==> src/rtl/irq_ctrl.sv <==
module irq_ctrl #(
  parameter int VW = 8,
  parameter int VBASE = 3,
  parameter int VSTEP = 8
) (
  input  logic          clk,
  input  logic          rst_n,
  input  logic [1:0]    ext_n,
  input  logic [1:0]    ext_edge,
  input  logic [1:0]    tmr_ovf,
  input  logic          ser_rx,
  input  logic          ser_tx,
  input  logic          glb_en,
  input  logic [4:0]    src_en,
  input  logic [4:0]    src_hi,
  input  logic          ack,
  input  logic          reti,
  output logic          irq_req,
  output logic [VW-1:0] irq_vec
);
  localparam int NS = 5;

  logic [1:0] s1, s2, s3, ie_q, tf_q;
  logic act_hi, act_lo;
  logic [2:0] sel;

  wire [1:0]    fall    = s3 & ~s2;
  wire [NS-1:0] src     = {ser_rx | ser_tx, tf_q[1], ie_q[1], tf_q[0], ie_q[0]};
  wire [NS-1:0] elig    = src & src_en & {NS{glb_en}};
  wire [NS-1:0] cand_hi = act_hi ? '0 : (elig & src_hi);
  wire [NS-1:0] cand_lo = (act_hi | act_lo) ? '0 : (elig & ~src_hi);
  wire          sel_hi  = |cand_hi;
  wire [NS-1:0] pool    = sel_hi ? cand_hi : cand_lo;
  wire          take    = ack & irq_req;

  always_comb begin
    sel = 3'd0;
    for (int i = NS - 1; i >= 0; i--)
      if (pool[i]) sel = 3'(i);
  end

  assign irq_req = |pool;
  assign irq_vec = VW'(VBASE + VSTEP * int'(sel));

  always_ff @(posedge clk or negedge rst_n)
    if (!rst_n) begin
      s1 <= 2'b11;
      s2 <= 2'b11;
      s3 <= 2'b11;
    end else begin
      s1 <= ext_n;
      s2 <= s1;
      s3 <= s2;
    end

  for (genvar i = 0; i < 2; i++) begin : g_src
    always_ff @(posedge clk or negedge rst_n)
      if (!rst_n) ie_q[i] <= 1'b0;
      else if (!ext_edge[i]) ie_q[i] <= ~s2[i];
      else if (fall[i]) ie_q[i] <= 1'b1;
      else if (take && sel == 3'(2*i)) ie_q[i] <= 1'b0;

    always_ff @(posedge clk or negedge rst_n)
      if (!rst_n) tf_q[i] <= 1'b0;
      else if (tmr_ovf[i]) tf_q[i] <= 1'b1;
      else if (take && sel == 3'(2*i+1)) tf_q[i] <= 1'b0;
  end

  always_ff @(posedge clk or negedge rst_n)
    if (!rst_n) begin
      act_hi <= 1'b0;
      act_lo <= 1'b0;
    end else if (take) begin
      if (sel_hi) act_hi <= 1'b1;
      else act_lo <= 1'b1;
    end else if (reti) begin
      if (act_hi) act_hi <= 1'b0;
      else act_lo <= 1'b0;
    end

  a_r2_gate: assert property (@(posedge clk) disable iff (!rst_n)
    irq_req |-> glb_en);
  a_r3_vec_grid: assert property (@(posedge clk) disable iff (!rst_n)
    irq_req |-> ((int'(irq_vec) - VBASE) % VSTEP == 0));
  a_r6_enter_hi: assert property (@(posedge clk) disable iff (!rst_n)
    (take && sel_hi) |=> act_hi);
  a_r6_enter_lo: assert property (@(posedge clk) disable iff (!rst_n)
    (take && !sel_hi) |=> act_lo);
  a_r7_reti_hi: assert property (@(posedge clk) disable iff (!rst_n)
    (reti && !ack && act_hi) |=> (!act_hi && $stable(act_lo)));
  a_r8_tf0_clear: assert property (@(posedge clk) disable iff (!rst_n)
    (take && sel == 3'd1 && !tmr_ovf[0]) |=> !tf_q[0]);
  a_r11_edge_set: assert property (@(posedge clk) disable iff (!rst_n)
    (ext_edge[0] && fall[0]) |=> ie_q[0]);
endmodule

==> config.mk <==
export PLATFORM = sky130hd
export DESIGN_NAME = irq_ctrl
export DESIGN_NICKNAME = d
export VERILOG_FILES = /design/src/rtl/irq_ctrl.sv
export SDC_FILE = /design/constraint.sdc
export NUM_CORES = 1
export LEC_CHECK = 0
export BUFFER_PORTS_ARGS = -buffer_cell sky130_fd_sc_hd__buf_4
export CAP_MARGIN = 20
export CELL_PAD_IN_SITES_DETAIL_PLACEMENT = 0
export CELL_PAD_IN_SITES_GLOBAL_PLACEMENT = 2
export CORE_ASPECT_RATIO = 1.2
export CORE_UTILIZATION = 24
export DETAILED_ROUTE_END_ITERATION = 6
export PLACE_DENSITY_LB_ADDON = 0.1
export SETUP_SLACK_MARGIN = 0.5
export SYNTH_ARGS = -nofsm -noshare
export SYNTH_HDL_FRONTEND = slang
export SYNTH_SLANG_ARGS = --single-unit
export TNS_END_PERCENT = 1
==> constraint.sdc <==
create_clock -name clk -period 1.6 [get_ports clk]
set_input_delay 0.16 -clock clk [delete_from_list [all_inputs] [get_ports clk]]
set_output_delay 0.16 -clock clk [all_outputs]
set_load 0.01 [all_outputs]
==> results by group <==
GRT
  – Global routing's busiest layer: met2
  – GRT met3 Usage: 3.107%
  – Grt ovf: 0
  – GR Util met1: 14.56%
  – Met2 Usage GRT: 23.81%
  – Total track usage: 13.29%
  – Initial antenna violation count: 0
  – Vias in the first global route: 900
  – First-pass GRT wire length: 3857 um
  – Largest net degree at the start of global routing: 13

Clock tree
  – CTS H-Tree Depth: 1
  – CTS Sinks: 12
  – Post-CTS Setup Repair Bufs: 0
  – Later-pin clock latency in the skew report: around 0.25 ns
  – Clk buf depth: 2
  – Reg clk slew, reported paths: ~0.060 ns
  – Root Driver: clkbuf_8
  – TritonCTS Buffers: 3
  – CTS tree: yes

Worst setup path
  – Worst Path Arrival: 1.82 ns
  – Reg2reg path depth: 5
  – CP startpoint kind: register
  – Crit path kind: reg2out
  – Crit path from: act_hi$_DFFE_PN0P_
  – Req. time, crit path: 1.44 ns
  – Reg2reg setup slack: -0.12 ns
  – Worst r2r dst: src[3]$_DFFE_PN0P_
  – Crit end category: output port
  – Max FO, Critical Path: 6
  – R2R Path Start: ie_q[1]$_DFFE_PN0P_

Routing
  – Antenna Nets Post-Route: 0
  – Vias: roughly 870
  – Via-to-Cell Ratio: between 5 and 6
  – Drt wl/cell: ~14 um
  – Drt total wl: 2380 um
  – Iter 0 DRT Violations: 3
  – 1st-pass router iterations: 4
  – DRC: 0

Hold path
  – Worst Hold Depth: 1
  – Min-Delay Endpoint: s1[1]$_DFF_PN1_
  – Hold Crit Start: ext_n[1]
  – Tightest Hold Check Type: in2reg

Timing
  – Setup violations, final: 7
  – Clock Skews: 0.001362 ns
  – Period minus WS final: between 1.5 and 2 ns
  – Final WS setup: -0.3842 ns
  – Final count of pins violating max slew: 0
  – RSZ-0062 raised after global routing: yes
  – Fmax: approximately 500 MHz
  – Final Hold Fails: 0
  – Setup TNS: -1.399 ns
  – Period utilization: 124.0%

Yosys
  – Main synth FF type: dfstp_2
  – Number of library cell types mapped by synthesis: 43
  – Top post-synthesis cells by area: dfstp_2, dfrtp_1, buf_4
  – Syn_area_per_cell: 9.122 um^2
  – Synthesis-stage register bit count: 12
  – Synth async-reset ratio: 100.0%
  – Most frequent cell after synthesis: nor2_1
  – Top cells by count, synth: nor2_1, dfrtp_1, dfstp_2, inv_1, nand2_1
  – Yosys warns: 0
  – Sequential share of the synthesized area: 36.28%
  – Yosys top cell area share: approximately 19%
  – Cell count after synthesis: 93
  – Post-Syn Area: 848.3 um^2
  – Post-synth top area cell: dfstp_2
  – EDFF count, synth: 0

Placement
  – Port Buffer Count: 26
  – Placer Congestion: 0.7738
  – HPWL after DPL: 1986 um

Floorplan
  – FP Rows: 23
  – Die area: ~0.0038 mm^2
  – CORE AREA: ~0.0034 mm^2
  – Initial Util: 25.20%
  – Die W: 56.27 um
  – Die height: 67.13 um
  – Ports: 32

Finish
  – Fin util: 38.42%
  – Post-layout nets: 160
  – Area grow syn2layout: 52.51%
  – Diodes inserted: 0
  – Layout cell share with drive strength beyond 1: 50.00%

Power and ir drop
  – Worst IR Drop VDD: 0.0004288 V
  – PwrDens: 838.9 mW/mm^2
  – Leakage: 0.0005796 uW

Outcome
  – Failing checks: negative setup slack
  – Status: complete, but fails checks

Job
  – Max capacitance violation total: 0
-- critical path, stage by stage (launching register included) --
cell	delay, ns
dfrtp_1	0.41
and4b_4	0.25
a2bb2o_4	0.23
nor3_4	0.21
o21ai_2	0.09
a221oi_2	0.24
buf_4	0.16
-- per-stage QoR --
stage / std cells / setup slack (ns) / cell area (um^2) / power, uW / hold slack, ns
after CTS: 173 / -0.4042 / 1264 / 1077 / 0.01676
final: 173 / -0.3842 / 1294 / 1085 / 0.01787
after global routing: 173 / -0.4896 / 1294 / 1145 / 0.01082
after global placement: 168 / -0.1215 / 1189 / 728.0 / 0.01103
after floorplan: 96 / 0.04412 / 879.6 / 566.1 / -0.1356
after detailed placement: 168 / -0.1204 / 1189 / 725.4 / 0.008536
-- how the worst max path moves through the flow --
stage | end | slack (ns) | depth (start not counted)
after floorplan | irq_vec[3] | 0.04 | 5
after global placement | irq_vec[3] | -0.12 | 6
after detailed placement | irq_vec[3] | -0.12 | 6
after CTS | irq_vec[3] | -0.40 | 6
after global routing | irq_vec[3] | -0.49 | 6
final | irq_vec[3] | -0.38 | 6
-- cell type report --
| cell class | instances | area, um^2 |
|---|---|---|
| well taps | 37 | 46.29 |
| multi-input cells | 73 | 551.8 |
| fillers | 353 | 2073 |
| flip-flops and latches | 12 | 307.8 |
| clock buffers | 4 | 55.05 |
| inverters | 6 | 22.52 |
| repair buffers | 41 | 310.3 |
-- repair_timing --
item / in CTS / in global routing
pin swaps: 0 / 4
hold buffers: 1 / 0
endpoints found under the hold margin: 12 / 0
resized for setup: 2 / 6
endpoints found under the setup margin: 10 / 10
-- where the power goes --
part / switching [uW] / internal [uW] / total, uW
Combinational: 178 / 203 / 381
Sequential: 26.3 / 336 / 363
Clock: 124 / 218 / 342
-- logic make-up (layout without fill, tap and decap cells) --
group                  Yosys count  count (layout)  share of synthesized area [%]
and+or+nand+nor                 38              38                          30.24
AOI/OAI and AO/OA               30              30                          25.52
DFF                             12              12                          36.28
buffers and inverters           11              51                          7.080
other                            2               5                         0.8853
-- per-layer routing --
layer,wire length [um],share of wire [%]
met4,40,1.7
met3,100,4.2
met5,0,0
met2,1252,53
met1,986,41
-- sequential cells by signal, indices dropped and copies added, names as in the netlist --
name and cells:
s2 2, act_lo 1, s1 2, ie_q 2
act_hi 1, s3 2, src 2
-- cells in the final DEF, fill, tap and decap left out, types with 2 or more instances in the layout --
master	Yosys	layout
and3_1	2	2
and3b_1	4	4
inv_1	6	6
nand4b_1	2	2
nor2_1	7	6
o21ai_0	3	3
buf_4	5	40
dfstp_2	6	6
dfrtp_1	6	6
nor2b_1	2	2
a21oi_1	4	4
o211ai_1	2	2
conb_1	2	5
a31oi_1	4	4
nand3_1	2	2
clkbuf_8	0	4
nand2_1	6	5
o21ai_2	0	2
Note: power is estimated with default switching activity, not from simulation.
